### config.mk
export PLATFORM = sky130hd
export DESIGN_NAME = wdm_timer_top
export DESIGN_NICKNAME = d
export VERILOG_FILES = /design/src/rtl/wdm_pkg.sv /design/src/rtl/wdm_counter.sv /design/src/rtl/wdm_pulse.sv /design/src/rtl/wdm_regs.sv /design/src/rtl/wdm_timer_top.sv
export SDC_FILE = /design/constraint.sdc
export NUM_CORES = 1
export LEC_CHECK = 0
export BUFFER_PORTS_ARGS = -buffer_cell sky130_fd_sc_hd__buf_2
export CELL_PAD_IN_SITES_DETAIL_PLACEMENT = 1
export CELL_PAD_IN_SITES_GLOBAL_PLACEMENT = 1
export CORE_MARGIN = 1
export CORE_UTILIZATION = 45
export CTS_CLUSTER_SIZE = 16
export DETAILED_ROUTE_END_ITERATION = 10
export PLACE_DENSITY = 0.89
export RECOVER_POWER = 25
export REMOVE_ABC_BUFFERS = 1
export SKIP_CTS_REPAIR_TIMING = 1
export SYNTH_ARGS = -nofsm -noshare
export SYNTH_HDL_FRONTEND = slang
export SYNTH_SLANG_ARGS = --single-unit
### constraint.sdc
create_clock -name clk -period 5.53 [get_ports clk]
set_clock_uncertainty 0.2 [all_clocks]
set_input_delay 1.106 -clock clk [delete_from_list [all_inputs] [get_ports clk]]
set_output_delay 1.106 -clock clk [all_outputs]
set_load 0.1 [all_outputs]
### src/rtl/wdm_pkg.sv
package wdm_pkg;

  localparam int unsigned WORD_IDX_W = 3;

  localparam logic [WORD_IDX_W-1:0] W_STATUS = 3'd0;
  localparam logic [WORD_IDX_W-1:0] W_CTRL   = 3'd1;
  localparam logic [WORD_IDX_W-1:0] W_COUNT  = 3'd2;
  localparam logic [WORD_IDX_W-1:0] W_MCTRL  = 3'd3;
  localparam logic [WORD_IDX_W-1:0] W_MATCH  = 3'd4;
  localparam logic [WORD_IDX_W-1:0] W_PINCTL = 3'd5;
  localparam logic [WORD_IDX_W-1:0] W_PULSE  = 3'd6;
  localparam logic [WORD_IDX_W-1:0] W_BOOT   = 3'd7;

  typedef struct packed {
    logic freeze_dbg;
    logic clr_req;
    logic run;
  } wdm_ctrl_t;

  typedef struct packed {
    logic force_ext;
    logic force_sys;
    logic ext_on_hit;
    logic sys_on_hit;
    logic halt_on_hit;
    logic spare;
    logic irq_on_hit;
  } wdm_mctrl_t;

  typedef enum logic [1:0] {
    PIN_KEEP   = 2'd0,
    PIN_LOW    = 2'd1,
    PIN_HIGH   = 2'd2,
    PIN_TOGGLE = 2'd3
  } wdm_pin_act_e;

  localparam int unsigned N_RST_OUT = 2;
  localparam int unsigned RST_SYS   = 0;
  localparam int unsigned RST_EXT   = 1;

endpackage

### src/rtl/wdm_counter.sv
module wdm_counter
  import wdm_pkg::*;
#(
  parameter int unsigned CNT_W = 32
) (
  input  logic             clk,
  input  logic             rst_n,
  input  logic             tick,
  input  logic             dbg_halt,
  input  wdm_ctrl_t        ctrl,
  input  logic             halt_on_hit,
  input  logic [CNT_W-1:0] match_val,
  output logic [CNT_W-1:0] cnt_q,
  output logic             hit
);

  logic [CNT_W-1:0] cnt_nx;
  logic [CNT_W-1:0] cnt_inc;
  logic             frozen;
  logic             parked;
  logic             step;

  always_comb begin
    cnt_inc = cnt_q + CNT_W'(1);
    frozen  = ctrl.freeze_dbg & dbg_halt;
    parked  = halt_on_hit & (cnt_q == match_val);
    step    = tick & ctrl.run & ~ctrl.clr_req & ~frozen & ~parked;
    hit     = step & (cnt_inc == match_val);
    if (tick && ctrl.clr_req) begin
      cnt_nx = '0;
    end else if (step) begin
      cnt_nx = cnt_inc;
    end else begin
      cnt_nx = cnt_q;
    end
  end

  always_ff @(posedge clk or negedge rst_n) begin
    if (!rst_n) begin
      cnt_q <= '0;
    end else begin
      cnt_q <= cnt_nx;
    end
  end

  // a tick with clear request pending leaves zero behind
  a_r3_clear_on_tick: assert property (@(posedge clk) disable iff (!rst_n)
    (tick && ctrl.clr_req) |=> (cnt_q == '0));

  // without run and without clear the value is held
  a_r2_hold_when_off: assert property (@(posedge clk) disable iff (!rst_n)
    (!ctrl.run && !ctrl.clr_req) |=> $stable(cnt_q));

  // debug freeze holds the value
  a_r4_debug_freeze: assert property (@(posedge clk) disable iff (!rst_n)
    (ctrl.freeze_dbg && dbg_halt && !ctrl.clr_req) |=> $stable(cnt_q));

  // parked at the match value
  a_r6_park_at_match: assert property (@(posedge clk) disable iff (!rst_n)
    (halt_on_hit && (cnt_q == match_val) && !ctrl.clr_req) |=> $stable(cnt_q));

endmodule

### src/rtl/wdm_pulse.sv
module wdm_pulse #(
  parameter int unsigned LEN_W   = 16,
  parameter int unsigned EXTRA_T = 6
) (
  input  logic             clk,
  input  logic             rst_n,
  input  logic             tick,
  input  logic             trig,
  input  logic [LEN_W-1:0] len,
  output logic             active_q
);

  localparam int unsigned REM_W = LEN_W + 1;

  logic [REM_W-1:0] rem_q;
  logic [REM_W-1:0] rem_nx;
  logic             active_nx;

  always_comb begin
    rem_nx    = rem_q;
    active_nx = active_q;
    if (!active_q) begin
      if (trig) begin
        active_nx = 1'b1;
        rem_nx    = {1'b0, len} + REM_W'(EXTRA_T - 1);
      end
    end else if (tick) begin
      if (rem_q == '0) begin
        active_nx = 1'b0;
      end else begin
        rem_nx = rem_q - REM_W'(1);
      end
    end
  end

  always_ff @(posedge clk or negedge rst_n) begin
    if (!rst_n) begin
      active_q <= 1'b0;
      rem_q    <= '0;
    end else begin
      active_q <= active_nx;
      rem_q    <= rem_nx;
    end
  end

  // a running pulse only counts down, a new trigger never reloads it
  a_r8_no_reload: assert property (@(posedge clk) disable iff (!rst_n)
    (active_q && tick && (rem_q != '0)) |=> (active_q && (rem_q == $past(rem_q) - REM_W'(1))));

endmodule

### src/rtl/wdm_regs.sv
module wdm_regs
  import wdm_pkg::*;
#(
  parameter int unsigned DATA_W = 32,
  parameter int unsigned CNT_W  = 32,
  parameter int unsigned LEN_W  = 16
) (
  input  logic                  clk,
  input  logic                  rst_n,
  input  logic                  sel,
  input  logic                  wr,
  input  logic [WORD_IDX_W-1:0] word,
  input  logic [DATA_W-1:0]     wdata,
  output logic [DATA_W-1:0]     rdata,
  input  logic                  hit,
  input  logic [CNT_W-1:0]      cnt_val,
  input  logic                  sys_pulse,
  output wdm_ctrl_t             ctrl_q,
  output logic                  halt_on_hit,
  output logic [N_RST_OUT-1:0]  rst_on_hit,
  output logic [N_RST_OUT-1:0]  rst_force,
  output logic [CNT_W-1:0]      match_q,
  output logic [LEN_W-1:0]      len_q,
  output logic                  irq_q,
  output logic                  pin_q,
  output logic                  boot_q
);

  wdm_mctrl_t   mctrl_q, mctrl_nx;
  wdm_ctrl_t    ctrl_nx;
  wdm_pin_act_e act_q, act_nx;
  logic [CNT_W-1:0] match_nx;
  logic [LEN_W-1:0] len_nx;
  logic irq_nx, pin_nx, boot_nx, pin_base;
  logic we;

  always_comb begin
    we       = sel & wr;
    ctrl_nx  = ctrl_q;
    mctrl_nx = mctrl_q;
    match_nx = match_q;
    len_nx   = len_q;
    act_nx   = act_q;
    pin_base = pin_q;
    if (we) begin
      unique case (word)
        W_CTRL:   ctrl_nx  = wdm_ctrl_t'(wdata[2:0]);
        W_MCTRL:  mctrl_nx = wdm_mctrl_t'(wdata[6:0]);
        W_MATCH:  match_nx = wdata[CNT_W-1:0];
        W_PULSE:  len_nx   = wdata[LEN_W-1:0];
        W_PINCTL: begin
          pin_base = wdata[0];
          act_nx   = wdm_pin_act_e'(wdata[5:4]);
        end
        default: ;
      endcase
    end
    pin_nx = pin_base;
    if (hit) begin
      unique case (act_nx)
        PIN_LOW:    pin_nx = 1'b0;
        PIN_HIGH:   pin_nx = 1'b1;
        PIN_TOGGLE: pin_nx = ~pin_base;
        default:    pin_nx = pin_base;
      endcase
    end
    irq_nx = irq_q;
    if (we && (word == W_STATUS) && wdata[0]) begin
      irq_nx = 1'b0;
    end
    if (hit && mctrl_q.irq_on_hit) begin
      irq_nx = 1'b1;
    end
    boot_nx = boot_q | sys_pulse;
  end

  always_ff @(posedge clk or negedge rst_n) begin
    if (!rst_n) begin
      ctrl_q  <= '0;
      mctrl_q <= '0;
      match_q <= '0;
      len_q   <= '0;
      act_q   <= PIN_KEEP;
      pin_q   <= 1'b0;
      irq_q   <= 1'b0;
      boot_q  <= 1'b0;
    end else begin
      ctrl_q  <= ctrl_nx;
      mctrl_q <= mctrl_nx;
      match_q <= match_nx;
      len_q   <= len_nx;
      act_q   <= act_nx;
      pin_q   <= pin_nx;
      irq_q   <= irq_nx;
      boot_q  <= boot_nx;
    end
  end

  always_comb begin
    halt_on_hit         = mctrl_q.halt_on_hit;
    rst_on_hit[RST_SYS] = mctrl_q.sys_on_hit;
    rst_on_hit[RST_EXT] = mctrl_q.ext_on_hit;
    rst_force[RST_SYS]  = mctrl_q.force_sys;
    rst_force[RST_EXT]  = mctrl_q.force_ext;
  end

  always_comb begin
    unique case (word)
      W_STATUS: rdata = DATA_W'(irq_q);
      W_CTRL:   rdata = DATA_W'(ctrl_q);
      W_COUNT:  rdata = DATA_W'(cnt_val);
      W_MCTRL:  rdata = DATA_W'(mctrl_q);
      W_MATCH:  rdata = DATA_W'(match_q);
      W_PINCTL: rdata = DATA_W'({act_q, 3'b000, pin_q});
      W_PULSE:  rdata = DATA_W'(len_q);
      default:  rdata = DATA_W'(boot_q);
    endcase
  end

  // an enabled match event always leaves the flag set
  a_r5_flag_on_hit: assert property (@(posedge clk) disable iff (!rst_n)
    (hit && mctrl_q.irq_on_hit) |=> irq_q);

  // the boot-cause bit never falls while rst_n is high
  a_r10_boot_sticky: assert property (@(posedge clk) disable iff (!rst_n)
    boot_q |=> boot_q);

  // a system pulse always records the boot cause
  a_r10_boot_set: assert property (@(posedge clk) disable iff (!rst_n)
    sys_pulse |=> boot_q);

endmodule

### src/rtl/wdm_timer_top.sv
module wdm_timer_top
  import wdm_pkg::*;
#(
  parameter int unsigned DATA_W = 32,
  parameter int unsigned CNT_W  = 32,
  parameter int unsigned LEN_W  = 16,
  parameter int unsigned EXTRA_T = 6
) (
  input  logic              clk,
  input  logic              rst_n,
  input  logic              tick,
  input  logic              dbg_halt,
  input  logic              bus_sel,
  input  logic              bus_wr,
  input  logic [2:0]        bus_word,
  input  logic [DATA_W-1:0] bus_wdata,
  output logic [DATA_W-1:0] bus_rdata,
  output logic              irq,
  output logic              sys_rst_out,
  output logic              ext_rst_out,
  output logic              match_out
);

  wdm_ctrl_t            ctrl;
  logic                 halt_on_hit;
  logic [N_RST_OUT-1:0] rst_on_hit;
  logic [N_RST_OUT-1:0] rst_force;
  logic [N_RST_OUT-1:0] pulse_act;
  logic [CNT_W-1:0]     match_val;
  logic [CNT_W-1:0]     cnt_val;
  logic [LEN_W-1:0]     len_val;
  logic                 hit;
  logic                 boot;

  wdm_regs #(
    .DATA_W (DATA_W),
    .CNT_W  (CNT_W),
    .LEN_W  (LEN_W)
  ) u_regs (
    .clk         (clk),
    .rst_n       (rst_n),
    .sel         (bus_sel),
    .wr          (bus_wr),
    .word        (bus_word),
    .wdata       (bus_wdata),
    .rdata       (bus_rdata),
    .hit         (hit),
    .cnt_val     (cnt_val),
    .sys_pulse   (pulse_act[RST_SYS]),
    .ctrl_q      (ctrl),
    .halt_on_hit (halt_on_hit),
    .rst_on_hit  (rst_on_hit),
    .rst_force   (rst_force),
    .match_q     (match_val),
    .len_q       (len_val),
    .irq_q       (irq),
    .pin_q       (match_out),
    .boot_q      (boot)
  );

  wdm_counter #(
    .CNT_W (CNT_W)
  ) u_counter (
    .clk         (clk),
    .rst_n       (rst_n),
    .tick        (tick),
    .dbg_halt    (dbg_halt),
    .ctrl        (ctrl),
    .halt_on_hit (halt_on_hit),
    .match_val   (match_val),
    .cnt_q       (cnt_val),
    .hit         (hit)
  );

  for (genvar g = 0; g < N_RST_OUT; g++) begin : g_pulse
    wdm_pulse #(
      .LEN_W   (LEN_W),
      .EXTRA_T (EXTRA_T)
    ) u_pulse (
      .clk      (clk),
      .rst_n    (rst_n),
      .tick     (tick),
      .trig     ((hit & rst_on_hit[g]) | rst_force[g]),
      .len      (len_val),
      .active_q (pulse_act[g])
    );
  end

  assign sys_rst_out = pulse_act[RST_SYS];
  assign ext_rst_out = pulse_act[RST_EXT];

  // a system pulse cannot run without the boot cause following it
  a_r10_boot_follows: assert property (@(posedge clk) disable iff (!rst_n)
    $past(sys_rst_out) |-> boot);

endmodule

## Word level (Yosys, flattened, before mapping)

Cells that the tools add are included.

- Register bits after elaboration: 131
- Input port bits: 41
- Output and inout port bits: 36
- Word-level logic and storage cells: 101

- Add/sub/neg operators: 4
- Eq/ne operators: 15
- Multiplexer cells: 27
- Bitwise operators: 17
- Reduce and logical (&&, ||, !) cells: 17

Operators with widths:

| operator | number |
|---|---|
| 32-bit one-hot mux with 7 select lines | 1 |
| 17-bit 2-to-1 mux | 8 |
| 32-bit == test | 2 |
| 32-bit 2-to-1 mux | 2 |
| 17-bit logical NOT | 2 |
| 17-bit by 1-bit subtractor with 17-bit output (second input constant) | 2 |
| 32-bit by 1-bit adder with 32-bit output (second input constant) | 1 |
| 16-bit by 3-bit adder with 17-bit output (second input constant) | 1 |
| 1-bit 2-to-1 mux | 13 |
| 1-bit AND | 10 |
| 3-bit == test (second input constant) | 3 |
| 2-bit inequality test (second input constant) | 4 |
| 2-bit AND reduction | 4 |
| 2-bit nonzero test | 4 |
| 3-bit by 2-bit == test with 1-bit output (second input constant) | 2 |
| 3-bit AND reduction | 2 |
| 2-bit == test (second input constant) | 2 |
| 1-bit logical AND | 4 |
| 2-bit 2-to-1 mux | 2 |
| 1-bit NOT | 4 |
| 3-bit by 1-bit == test with 1-bit output (second input constant) | 1 |
| 3-bit logical NOT | 1 |
| 1-bit OR | 3 |
| 1-bit one-hot mux with 3 select lines | 1 |
| 2-bit by 1-bit == test with 1-bit output (second input constant) | 1 |

## Longest topological paths before layout

Gate-level depths: netlist (run 1).

- Depth in word-level cells: 9
- Depth in mapped cells: 11
- Gate-level depth less buffers: 11

## Hierarchy

From an unflattened synthesis (run 1), not the netlist that was laid out.

- Cell total of the unflattened synthesis: 975
- Area total of the unflattened synthesis: 9120.0 µm²

By module, submodules not included:

| module | times used | cells an instance | area an instance (µm²) | seq. area each (µm²) |
|---|---|---|---|---|
| wdm_regs | 1 | 247 | 3154.3 | 1576.5 |
| wdm_counter | 1 | 356 | 2992.9 | 800.8 |
| wdm_pulse | 2 | 185 | 1478.9 | 450.4 |
| wdm_timer_top | 1 | 2 | 15.0 | 0.0 |

## Worst setup path before layout (run 1)

No wires, ideal clock.

- Path type: input-to-output
- Start point: input port bus_word[1]
- End point: output port bus_rdata[6]
- Arrival: 4007 ps
- Data required time: 4224 ps
- Path slack: 217 ps
- Stages: 5
- Buffers on the path: 2
- Cells stage by stage: clkbuf_1 nor2b_1 clkbuf_1 a22oi_1 o21ai_0

- Word-level cells in the longest chain between the ends: 2
- Elaborated cells between the ends (all ways): 8
- Those cells by class: eq/ne (6); mux (1); reduce/logical (1)

Ends and longest elaborated chain:

| element | line | text |
|---|---|---|
| from (decl) | wdm_timer_top.sv:15 | `input logic [2:0] bus_word,` |
| 3-bit == test, or another cell as far along | wdm_regs.sv:108 | `unique case (word)` |
| 32-bit one-hot mux with 7 select lines (*) | wdm_regs.sv:108 |  |
| to (decl) | wdm_timer_top.sv:17 | `output logic [DATA_W-1:0] bus_rdata,` |

Every way passes the cells marked *; elsewhere a longest branch is shown, timed or not.

## Final worst setup path (run 1)

- Start point: register u_counter.cnt_q[0]
- End point: register g_pulse[1].u_pulse.rem_q[9]

- Word-level cells in the longest chain between the ends: 9
- Elaborated cells between the ends (all ways): 11
- Those cells by class: add/sub (1); eq/ne (2); bitwise (6); reduce/logical (2)

Ends and longest elaborated chain:

| element | line | text |
|---|---|---|
| from (decl) | wdm_counter.sv:13 | `output logic [CNT_W-1:0] cnt_q,` |
| from (signal assigned) | wdm_counter.sv:42 | `cnt_q <= cnt_nx;` |
| parallel branches: the longest is 4 deep, another holds 32-bit by 1-bit adder with 32-bit output | - |  |
| 1-bit AND (*) | wdm_counter.sv:28 | `hit = step & (cnt_inc == match_val);` |
| 1-bit AND (*) | wdm_timer_top.sv:83 | `.trig ((hit & rst_on_hit[g]) \| rst_force[g]),` |
| 1-bit OR (*) | wdm_timer_top.sv:83 |  |
| 2-bit nonzero test (no source line) (*) | - |  |
| 3-bit AND reduction (no source line) (*) | - |  |
| to (signal assigned) | wdm_pulse.sv:42 | `rem_q <= rem_nx;` |
| to (decl) | wdm_pulse.sv:15 | `logic [REM_W-1:0] rem_q;` |

Mark *: on every way between the ends.
A chain may end at the register's enable or synchronous reset.

==> results of run 1 <==
==> Yosys cell counts (4+ instances only) <==
cell      count  area share [%]
buf_4         4            0.35
or4_1         6            0.52
a221oi_1      6            0.61
and2_1        7            0.50
clkbuf_1     37             1.6
xor2_1       58             5.8
nand2_1      90             3.9
xnor2_1      34             3.4
dfrtp_1     131              38
ha_1          4            0.58
o21ai_0      43             2.5
a31oi_1       5            0.36
inv_1        25             1.1
nand3_1      32             1.8
o31ai_1       9            0.78
buf_1         5            0.22
or2_2         4            0.29
mux2i_1       6            0.69
nor2_1       75             3.2
a22oi_1      18             1.6
o41ai_1       6            0.61
mux2_2       71             9.2
or3_1         9            0.65
a211oi_1      6            0.52
a221o_1       4            0.46
and3_1       20             1.4
nor4_1       18             1.3
a22o_1       22             2.2
o22ai_1      11            0.79
nand2b_1      7            0.50
nor3_1       27             1.6
and4_1        9            0.91
nand4_1      20             1.4
nor2b_1       9            0.65
a21oi_1      33             1.9
buf_2         7            0.40
==> worst reg2reg max path, cell delays in order, from the launching register on <==
cell	delay, ps
dfrtp_1	490
ha_1	360
nand3_1	270
nor4_4	450
o211ai_1	200
a221o_1	360
or4b_4	540
nor4_4	570
a22o_1	650
nor2_1	140
o21ba_2	240
==> cells by family (layout without fill, tap and decap cells) <==
family	count (synthesis)	in the layout	share of synthesized area, %
DFF	131	131	37.7
and+or+nand+nor	357	357	21.7
xor gates and xnor gates	92	92	9.28
buffers and inverters	79	147	3.77
adders and majority gates	4	4	0.576
muxes	79	79	10.4
AOI/OAI and AO/OA	203	203	16.5
==> through the flow <==
step	setup slack, ps	util [%]	power [W]	cells	hold WS [ps]
6_report	953	52.2	0.00365	1273	346
5_1_grt	692	52.2	0.00380	1273	335
4_1_cts	983	52.2	0.00364	1273	329
3_5_place_dp	977	49.2	0.00253	1241	268
3_3_place_gp	1170	49.2	0.00247	1241	300
2_1_floorplan	320	-	0.00217	891	234
==> path summary, 6_finish.rpt <==
check	startpoint	endpoint	slack, ps	depth (start not counted)
worst max register to register	u_counter.cnt_q[0]$_DFFE_PN0P_	g_pulse[1].u_pulse.rem_q[9]$_DFFE_PN0P_	950	10
min in group asynchronous	rst_n	g_pulse[1].u_pulse.rem_q[11]$_DFFE_PN0P_	1200	1
worst min-delay path	u_regs.boot_q$_DFF_PN0_	u_regs.boot_q$_DFF_PN0_	350	1
worst max-delay path	u_counter.cnt_q[0]$_DFFE_PN0P_	g_pulse[1].u_pulse.rem_q[9]$_DFFE_PN0P_	950	10
worst min register to register	u_regs.boot_q$_DFF_PN0_	u_regs.boot_q$_DFF_PN0_	350	1
max in group asynchronous	rst_n	u_counter.cnt_q[23]$_DFFE_PN0P_	2340	2
==> registers in the layout, indices dropped and copies added (netlist names) <==
| signal | flops |
|---|---|
| g_pulse.u_pulse.rem_q | 34 |
| u_regs.irq_q | 1 |
| u_regs.ctrl_q | 3 |
| u_regs.boot_q | 1 |
| u_counter.cnt_q | 32 |
| u_regs.match_q | 32 |
| u_regs.pin_q | 1 |
| u_regs.rst_on_hit | 2 |
| u_regs.rst_force | 2 |
| u_regs.halt_on_hit | 1 |
| g_pulse.u_pulse.active_q | 2 |
| u_regs.act_q | 2 |
| u_regs.len_q | 16 |
| u_regs.mctrl_q | 2 |
==> final cells by class <==
cell class / instances / area share, %
Clock buffer: 24 / 4.90
Clock inverter: 8 / 0.789
Inverter: 25 / 0.955
Multi-Input combinational cell: 735 / 51.7
Sequential cell: 131 / 33.4
Tap cell: 260 / 3.31
Timing Repair Buffer: 90 / 4.94
==> layout by cell type (no fill, tap or decap), drive strengths merged, types with 21 or more instances in the layout <==
cell type	Yosys	final
a21oi	34	34
clkbuf	37	25
xnor2	34	34
dfrtp	131	131
nand3	33	33
nand2	90	90
nor2	75	75
o21ai	43	43
mux2	71	71
a22o	22	22
xor2	58	58
nor3	27	27
buf	17	89
inv	25	25
nand4	21	21
==> power groups by stage <==
stage	logic, W	clock network (W)	registers, W
2_1_floorplan	0.000781	0	0.00139
3_3_place_gp	0.00102	0	0.00145
3_5_place_dp	0.00106	0	0.00147
4_1_cts	0.00107	0.00111	0.00146
5_1_grt	0.00116	0.00115	0.00150
6_report	0.00108	0.00110	0.00147
==> layer usage <==
layer	GRT usage, %	vias up	part of all wire (%)
li1	-	3603	-
met1	36.0	4107	39
met2	54.2	310	51
met3	4.96	93	5.1
met4	17.2	0	4.9
met5	0	-	0
==> results.md, run 1 <==
* Pleak at 4.16 nW
* Die H at 141 microns
* Residual DRC at 0
* Synthesized flop and latch total at 131
* Core Area at 0.0188 sq mm
* Switching pwr at 0.00140 W
* Sink Count at 131
* HP Class: register to register
* Post-route cell area at 0.00983 sq mm
* Drt total wl at 29600 microns
* Kind of end point of the critical path: register
* Register area share after synthesis at 37.7%
* Net Sw Frac at 38.3%
* Worst-margin pin slew at 2550 ps
* Initial antenna violation count at 0
* RD Place Congestion at 0.949
* DR vias at 8113
* Failing checks: max-capacitance violations, max-slew violations
* Area delta synth->final at 13.1%
* GRT Resource Usage Total at 30.9%
* DR WL/cell at 23.3 microns
* Max-Cap Viols at 1
* First-pass GRT wire length at 47100 microns
* Fmax at 0.218 GHz
* IO Pins at 77
* RSZ-0062 raised after global routing: no
* Drt pass-1 iters at 7
* Starting Density at 46.1%
* Critical path class: register to register
* Share of layout cells above drive strength 1 at 21.2%
* Fill cell count at 2226
* Slowest stage delay, CP at 650 ps
* Clk Latency, worst-skew pair at 440 ps
* Post-synth cell types at 80
* Syn. warnings at 0
* Startpoint types: register
* Share of power burned in the clock network at 30.2%
* Post-route ant nets at 0
* Tcrit/Tclk final at 82.8%
* Crit path cell chain: ha_1 > nand3_1 > nor4_4 > o211ai_1 > a221o_1 > or4b_4 > nor4_4 > a22o_1 > nor2_1 > o21ba_2
* Diode count at 0
* CP top delay family: simple AND/OR/NAND/NOR gates
* Total negative slack at 0 ps
* Syn avg cell area at 9.19 sq um
* Clock Tree Buf Depth at 2
* Final setup violation count at 0
* PwrDens at 371 mW/mm^2
* Register area at 0.00328 sq mm
* Critical Path RT at 5660 ps
* Asr flop ratio synth at 100%
* Buf+Inv Stages, Crit Path at 0
* Drt initial violations at 548
* Row Count at 50
* P_int at 0.00225 W
* Die Span X at 141 microns
* PortBufs at 76
* Critical Path Fanout Max at 16
* Post-synth EDFFs at 0
* Vias in the first global route at 8612
* Fin nets at 1045
* Total gr overflow at 0
* CTS tree: yes
* Fin. Hold Viols at 0
* Flop pwr share at 40.2%
* Area after DPL at 0.00927 sq mm
* CP Data Arrival Time at 4700 ps
* Relative slew slack at -69.7%
* Full die area at 0.0199 sq mm
* Htree depth at 4
* Main synth FF type: dfrtp_1
* Worst-path clk slew at 60 ps
* Max VDD drop at 216 uV
* CTS root buf: clkbuf_16
* Clock buffer count from CTS at 17
* Critical path's slowest cell: a22o_1
* Outcome: finished, violations left
* Minimum clock period at 4580 ps
* CP dominant cell by count: nor4_4
* Max Slew Vio Count at 98
* Area of the multi-input gates at 0.00508 sq mm
* Mapped Cells at 945
* Largest net degree at the start of global routing at 98
* Logic pwr share at 29.6%
* Post-Syn Area at 0.00869 sq mm
* Vias per Instance at 6.37
* Hpwl dp at 21400 microns
Note: power is estimated with default switching activity, not from simulation.
==> run 2: changes to the inputs <==
--- a/config.mk
+++ b/config.mk
@@ -5,11 +5,12 @@
 export SDC_FILE = /design/constraint.sdc
 export NUM_CORES = 1
 export LEC_CHECK = 0
+export ABC_AREA = 1
 export BUFFER_PORTS_ARGS = -buffer_cell sky130_fd_sc_hd__buf_2
 export CELL_PAD_IN_SITES_DETAIL_PLACEMENT = 1
 export CELL_PAD_IN_SITES_GLOBAL_PLACEMENT = 1
 export CORE_MARGIN = 1
-export CORE_UTILIZATION = 45
+export CORE_UTILIZATION = 40
 export CTS_CLUSTER_SIZE = 16
 export DETAILED_ROUTE_END_ITERATION = 10
 export PLACE_DENSITY = 0.89
==> constraint.sdc (replaced) <==
create_clock -name clk -period 4 [get_ports clk]
set_clock_uncertainty 0.2 [all_clocks]
set_input_delay 0.8 -clock clk [delete_from_list [all_inputs] [get_ports clk]]
set_output_delay 0.8 -clock clk [all_outputs]
set_load 0.1 [all_outputs]
==> run 2 against run 1 <==
Compared with the run above:
- the run still ends with max-capacitance violations, max-slew violations left
- global-route usage fell by 1.5 points
- flip-flop and latch count did not move
- sequential share of layout area fell by 2.1 points
- utilization fell by 2.8 points
- wire length rose by 6.3%
- critical endpoint is now g_pulse[1].u_pulse.rem_q[12]$_DFFE_PN0P_
- largest power group is now combinational logic
==> results.md, run 2 <==
* Outcome: finished, violations left
* Failing checks: max-capacitance violations, max-slew violations
* Syn avg cell area at 6.89 sq um (-25%)
* Full die area at 0.0224 sq mm (+13%)
* Die H at 150 microns (+6.1%)
* Simple-gate share of the synthesized area at 34.1% (+12 points)
* Worst r2r path cells at 19 (+9)
* DR vias at 9216 (+14%)
* Area share of fa/ha/maj cells after synthesis at 0.574% (-0.0017 points)
* Final Non-Filler Cells at 1626 (+28%)
* Post-synth EDFFs at 0 (unchanged)
* CP Data Arrival Time at 3840 ps (-860 ps)
* CTS tree: yes
* Switching pwr at 0.00236 W (+69%)
* HP Class: register to register
* Most common cell after layout, fill and taps aside: nand2_1
* Slowest stage delay, CP at 500 ps (-150 ps)
* Max VDD drop at 271 uV (+25%)
* Htree depth at 4 (unchanged)
* Post-Syn Area at 0.00871 sq mm (+0.30%)
* Buf+Inv Stages, Crit Path at 0 (unchanged)
* RSZ-0062 raised after global routing: no
* CP dominant cell by count: nand2_1
* Critical path's slowest cell: dfrtp_1
* Max Slew Vio Count at 41 (-58%)
* Net Sw Frac at 41.0% (+2.6 points)
* Vias per Instance at 5.67 (-11%)
* Largest family of logic cells by synthesized area: simple AND/OR/NAND/NOR gates
* Kind of end point of the critical path: register
* Relative slew slack at -72.1% (-2.4 points)
* IO Pins at 77 (unchanged)
* Vias in the first global route at 9549 (+11%)
* Diode count at 0 (unchanged)
* Register area share after synthesis at 37.6% (-0.11 points)
* Post-synth cell types at 46 (-43%)
* Share of power burned in the clock network at 29.5% (-0.7 points)
* Minimum clock period at 3730 ps (-847 ps)
* Largest net degree at the start of global routing at 92 (-6.1%)
* Commonest non-fill, non-tap cells in the layout: nand2_1 (368), inv_1 (151), dfrtp_1 (131)
* Xor/xnor share of the synthesized area at 3.92% (-5.4 points)
* Share of layout cells above drive strength 1 at 13.5% (-7.8 points)
* Crit path cell chain: nand2_1 > nor2_1 > nand2_1 > nor2_1 > nand2_1 > nand2_1 > nand2_1 > nand2_1 > nand2_1 > nor2_1 > nand2_1 > nor2_2 > nand3_1 > nand2_1 > nand2_2 > nand2_4 > nand2_4 > nand2_1 > nand2_1
* Critical Path RT at 4110 ps (-1550 ps)
* Clk Latency, worst-skew pair at 430 ps (about the same)
* Critical path class: register to register
* Fin. Hold Viols at 0 (unchanged)
* Leading post-synthesis cells by cell area: dfrtp_1 (38%), nand2_1 (16%), inv_1 (6.5%), o21ai_0 (6.0%), nand3_1 (5.9%)
* Largest regs: g_pulse.u_pulse.rem_q: 34 flops, u_counter.cnt_q: 32 flops, u_regs.match_q: 32 flops
* Worst-margin pin slew at 2580 ps (+35.6 ps)
* Count of cells along the worst hold path at 2 (+1)
* Startpoint types: register
* DR WL/cell at 19.4 microns (-17%)
* Fill cell count at 2743 (+23%)
* Logic pwr share at 36.3% (+6.7 points)
* Tcrit/Tclk final at 93.3% (+10 points)
* Die Span X at 150 microns (+6.1%)
* Synth top cells by count: nand2_1 (369), inv_1 (151), dfrtp_1 (131)
* Hold Path Origin: g_pulse[1].u_pulse.rem_q[0]$_DFFE_PN0P_
* Initial antenna violation count at 0 (unchanged)
* Fin nets at 1384 (+32%)
* Drt initial violations at 630 (+15%)
* Mux share of post-synthesis cell area at 1.54% (-8.9 points)
* CP top delay family: simple AND/OR/NAND/NOR gates
* Area share of the largest cell type after synthesis at 37.6% (-0.11 points)
* Post-route ant nets at 0 (unchanged)
* CTS root buf: clkbuf_16
* Critical Path Fanout Max at 18 (+2)
* P_int at 0.00341 W (+51%)
* Flop pwr share at 34.2% (-6.0 points)
* Row Count at 53 (+6.0%)
* Residual DRC at 0 (unchanged)
* Top-count cell post-synth: nand2_1
* Asr flop ratio synth at 100% (unchanged)
* Mapped Cells at 1265 (+34%)
* First-pass GRT wire length at 50900 microns (+8.0%)
* Drt total wl at 31500 microns (+6.3%)
* PwrDens at 550 mW/mm^2 (+48%)
* Clock buffer count from CTS at 17 (unchanged)
* Fmax at 0.268 GHz (+23%)
* Syn. warnings at 0 (unchanged)
* Starting Density at 41.1% (-5.1 points)
* Sink Count at 131 (unchanged)
* Final setup violation count at 0 (unchanged)
* Synth Area in Compound Gates at 13.6% (-2.9 points)
* RD Place Congestion at 0.922 (-2.9%)
* Core Area at 0.0212 sq mm (+13%)
* PortBufs at 76 (unchanged)
* Placed Cells at 1595 (+29%)
* Area after DPL at 0.00986 sq mm (+6.3%)
* Setup slack, reg-to-reg at 270 ps (-680 ps)
* Hold Crit Endpoint: g_pulse[1].u_pulse.rem_q[0]$_DFFE_PN0P_
* Largest Register: g_pulse.u_pulse.rem_q
* Worst-path clk slew at 60 ps (about the same)
* Synthesized flop and latch total at 131 (unchanged)
* Area delta synth->final at 20.4%
* R2R Path End: g_pulse[1].u_pulse.rem_q[12]$_DFFE_PN0P_
* Final hold slack at 284 ps (-61.8 ps)
* Worst r2r src: u_counter.cnt_q[22]$_DFFE_PN0P_
* Max-Cap Viols at 1 (unchanged)
* Pleak at 5.07 nW (+22%)
* Area leader, netlist: dfrtp_1
* Clock Tree Buf Depth at 2 (unchanged)
* Drt pass-1 iters at 5 (-2)
* Largest register FFs at 34 (unchanged)
* GRT Resource Usage Total at 29.4% (-1.5 points)
* Main synth FF type: dfrtp_1
* Total gr overflow at 0 (unchanged)
* Post-route cell area at 0.0105 sq mm (+6.7%)
* Hpwl dp at 22500 microns (+5.0%)
-- run 2: cell types whose count changed after synthesis, sizes merged, moves of 16 or more --
| cell | previous run | this run |
|---|---|---|
| a22oi | 18 | 2 |
| xor2 | 58 | 28 |
| nor2 | 75 | 138 |
| xnor2 | 34 | 11 |
| o22ai | 11 | 33 |
| nor4 | 20 | 1 |
| mux2 | 71 | 11 |
| inv | 25 | 157 |
| and3 | 20 | 0 |
| nand3 | 33 | 104 |
| o21ai | 43 | 108 |
| a22o | 22 | 0 |
| nand2 | 90 | 395 |
-- run 2: worst max-delay path by stage --
stage	slack, ps	start	cells past startpoint	to
after floorplan	-970	bus_word[1]	4	bus_rdata[17]
after global placement	560	bus_word[1]	9	bus_rdata[4]
after detailed placement	540	bus_word[2]	9	bus_rdata[4]
after CTS	410	u_counter.cnt_q[1]$_DFFE_PN0P_	20	g_pulse[1].u_pulse.rem_q[12]$_DFFE_PN0P_
after global routing	160	u_counter.cnt_q[22]$_DFFE_PN0P_	19	g_pulse[1].u_pulse.rem_q[12]$_DFFE_PN0P_
final	270	u_counter.cnt_q[22]$_DFFE_PN0P_	19	g_pulse[1].u_pulse.rem_q[12]$_DFFE_PN0P_
-- run 2: cell type report --
| type | count | area [sq um] | area share (%) |
|---|---|---|---|
| clock buffer | 23 | 508 | 4.84 |
| clock inverter | 8 | 123 | 1.17 |
| inverter | 160 | 601 | 5.73 |
| multi-input combinational | 941 | 4690 | 44.7 |
| sequential | 131 | 3280 | 31.3 |
| tap | 275 | 344 | 3.28 |
| timing repair buffer | 88 | 945 | 9.01 |
-- run 2: routing by layer --
metal,vias up,GRT usage [%],part of all wire (%)
met4,0,12.1,2.9
met3,65,3.84,5.6
li1,4251,-,-
met2,311,46.9,47
met5,-,0,0
met1,4589,40.0,44
-- run 2: per-stage QoR --
step	setup WS (ps)	total power, W	util (%)	TNS, ps
after global routing	164	0.00610	49.4	0
after global placement	563	0.00389	46.5	0
final	270	0.00577	49.4	0
after CTS	413	0.00576	49.4	0
after floorplan	-969	0.00332	-	-16730
after detailed placement	538	0.00401	46.5	0
-- run 2: power groups by stage --
stage	clock network, W	logic [W]	registers [W]
after floorplan	0	0.00141	0.00191
after global routing	0.00177	0.00232	0.00201
final	0.00170	0.00210	0.00197
after global placement	0	0.00193	0.00195
after detailed placement	0	0.00204	0.00197
after CTS	0.00171	0.00209	0.00196
-- run 2: worst min-delay path: stages, from the launching register on --
cell	delay, ps
dfrtp_1	360
nand2_2	50
nand2_1	40
-- run 2: cells by family (layout without fill, tap and decap cells) --
| group | count (synthesis) | in the layout |
|---|---|---|
| AO/OA/AOI/OAI | 210 | 210 |
| flip-flops | 131 | 131 |
| AND/OR/NAND/NOR | 676 | 676 |
| multiplexers | 12 | 12 |
| adder cells (fa/ha/maj) | 4 | 4 |
| buffers and inverters | 193 | 279 |
| XOR/XNOR | 39 | 39 |
==> run 3: changes to the inputs <==
--- a/config.mk
+++ b/config.mk
@@ -13,8 +13,9 @@
 export CORE_UTILIZATION = 40
 export CTS_CLUSTER_SIZE = 16
 export DETAILED_ROUTE_END_ITERATION = 10
+export GPL_ROUTABILITY_DRIVEN = 0
 export PLACE_DENSITY = 0.89
-export RECOVER_POWER = 25
+export RECOVER_POWER = 100
 export REMOVE_ABC_BUFFERS = 1
 export SKIP_CTS_REPAIR_TIMING = 1
 export SYNTH_ARGS = -nofsm -noshare
==> run 3 against run 2 <==
Compared with the run above:
- the flow still finishes with violations (max-capacitance violations, max-slew violations)
- register-to-register slack gained 120 ps
- first-iteration DRC count increased by 11%
- clock-buffer cell count did not move
- die area did not move
- sequential share of layout area increased by 1.1 points
- critical endpoint is now bus_rdata[7]
- highest routed layer unchanged
==> results.md, run 3 (synthesis gave the netlist of run 2 again) <==
* Largest regs: g_pulse.u_pulse.rem_q: 34 flops, u_counter.cnt_q: 32 flops, u_regs.match_q: 32 flops
* Diode count at 0 (unchanged)
* Fin. Hold Viols at 0 (unchanged)
* IO Pins at 77 (unchanged)
* Drt pass-1 iters at 6 (+1)
* Critical Path RT at 3000 ps (-1110 ps)
* Flop pwr share at 34.2% (about the same)
* Post-route ant nets at 0 (unchanged)
* Share of layout cells above drive strength 1 at 10.8% (-2.6 points)
* Largest net degree at the start of global routing at 74 (-20%)
* Switching pwr at 0.00239 W (+1.3%)
* Most common cell after layout, fill and taps aside: nand2_1
* Buf+Inv Stages, Crit Path at 6 (+6)
* Hold Path Origin: u_regs.mctrl_q[1]$_DFFE_PN0P_
* RSZ-0062 raised after global routing: no
* Final Non-Filler Cells at 1632 (+0.37%)
* Net Sw Frac at 41.5% (+0.53 points)
* Total negative slack at 0 ps (unchanged)
* Full die area at 0.0224 sq mm (unchanged)
* First-pass GRT wire length at 52400 microns (+3.0%)
* HP Class: register to register
* CTS root buf: clkbuf_16
* Core Area at 0.0212 sq mm (unchanged)
* Initial antenna violation count at 0 (unchanged)
* Failing checks: max-capacitance violations, max-slew violations
* Commonest non-fill, non-tap cells in the layout: nand2_1 (381), inv_1 (151), dfrtp_1 (131)
* Max-Cap Viols at 2 (+1)
* Area delta synth->final at 16.2%
* Largest register FFs at 34 (unchanged)
* Critical Path Fanout Max at 28 (+10)
* Row Count at 53 (unchanged)
* PortBufs at 76 (unchanged)
* Minimum clock period at 3760 ps (+28.1 ps)
* Fmax at 0.266 GHz (-0.75%)
* Sink Count at 131 (unchanged)
* DR vias at 9362 (+1.6%)
* Fill cell count at 2800 (+2.1%)
* Crit path from: bus_word[1]
* Die H at 150 microns (unchanged)
* Worst-margin pin slew at 2030 ps (-548 ps)
* Max Slew Vio Count at 107 (+160%)
* Crit path cell chain: buf_2 > inv_1 > nor3_1 > buf_4 > clkinv_1 > buf_4 > o221ai_1 > dlymetal6s2s_1
* DR WL/cell at 20.0 microns (+3.4%)
* PwrDens at 570 mW/mm^2 (+3.6%)
* Starting Density at 41.1% (unchanged)
* Share of power burned in the clock network at 29.9% (+0.4 points)
* Vias in the first global route at 9880 (+3.5%)
* Critical path's slowest cell: dlymetal6s2s_1
* Placed Cells at 1600 (+0.31%)
* CP Data Arrival Time at 2760 ps (-1080 ps)
* Htree depth at 4 (unchanged)
* Die Span X at 150 microns (unchanged)
* CP top delay family: buffers and inverters
* Critical path class: primary input to output pin
* Drt initial violations at 698 (+11%)
* Residual DRC at 0 (unchanged)
* Tcrit/Tclk final at 94.0% (+0.70 points)
* Clock buffer count from CTS at 17 (unchanged)
* P_int at 0.00338 W (-0.94%)
* Vias per Instance at 5.74 (+1.2%)
* Slowest stage delay, CP at 800 ps (+300 ps)
* GRT Resource Usage Total at 30.4% (+0.98 points)
* Final setup violation count at 0 (unchanged)
* Fin nets at 1389 (+0.36%)
* Total gr overflow at 0 (unchanged)
* Pwr Total at 0.00577 W (about the same)
* Worst-path clk slew at 60 ps (about the same)
* Hpwl dp at 22900 microns (+2.0%)
* Max VDD drop at 270 uV (about the same)
* Outcome: finished, violations left
* Worst r2r src: u_counter.cnt_q[1]$_DFFE_PN0P_
* Relative slew slack at -35.6% (+37 points)
* Drt total wl at 32700 microns (+3.8%)
* Clock Tree Buf Depth at 2 (unchanged)
* CP dominant cell by count: buf_4
* Pleak at 5.13 nW (+1.4%)
* Kind of end point of the critical path: output pin
* Largest Register: g_pulse.u_pulse.rem_q
* Clk Latency, worst-skew pair at 440 ps (about the same)
* Logic pwr share at 35.9% (-0.4 points)
* Startpoint types: primary input
* CTS tree: yes
run 3: area by class of cell:
cell class	instances	area (sq um)	share of cell area [%]
tap	275	344	3.40
inverter	160	601	5.93
clock buffer	23	488	4.82
timing repair buffer	93	613	6.06
sequential	131	3280	32.4
multi-input combinational	941	4650	45.9
clock inverter	9	150	1.48
run 3: final timing paths:
check	to	slack (ps)	cells after the start
setup / recovery	bus_rdata[7]	240	8
hold / removal	u_regs.mctrl_q[1]$_DFFE_PN0P_	290	2
setup reg to reg	g_pulse[0].u_pulse.rem_q[2]$_DFFE_PN0P_	390	20
hold reg to reg	u_regs.mctrl_q[1]$_DFFE_PN0P_	290	2
max in group asynchronous	u_regs.len_q[11]$_DFFE_PN0P_	850	2
min in group asynchronous	u_regs.match_q[0]$_DFFE_PN0P_	740	1
run 3: power groups by stage:
stage | clock [W] | sequential (W) | combinational, W
finish | 0.00173 | 0.00197 | 0.00207
global route | 0.00179 | 0.00201 | 0.00228
detailed placement | 0 | 0.00198 | 0.00205
CTS | 0.00174 | 0.00197 | 0.00214
floorplan | 0 | 0.00191 | 0.00141
global placement | 0 | 0.00195 | 0.00193
run 3: through the flow:
step | util, % | hold slack, ps | instance area, sq um | setup slack [ps]
final | 47.7 | 290 | 10100 | 241
after global routing | 47.7 | 321 | 10100 | 95.1
after CTS | 49.5 | 236 | 10500 | 533
after detailed placement | 46.5 | 268 | 9870 | 595
after global placement | 46.5 | 256 | 9870 | 607
after floorplan | - | 239 | 8560 | -969
run 3: metal layers:
metal	vias up	part of all wire, %	GRT usage (%)
met5	-	0	0
met3	83	5.1	4.57
met1	4686	43	39.3
li1	4268	-	-
met2	325	48	49.8
met4	0	3.4	13.9
run 3: worst min-delay path, delay by kind of cell, from the launching register on:
kind	cells	cell delay, ps
DFF	1	350
AOI/OAI and AO/OA	1	60
and+or+nand+nor	1	50
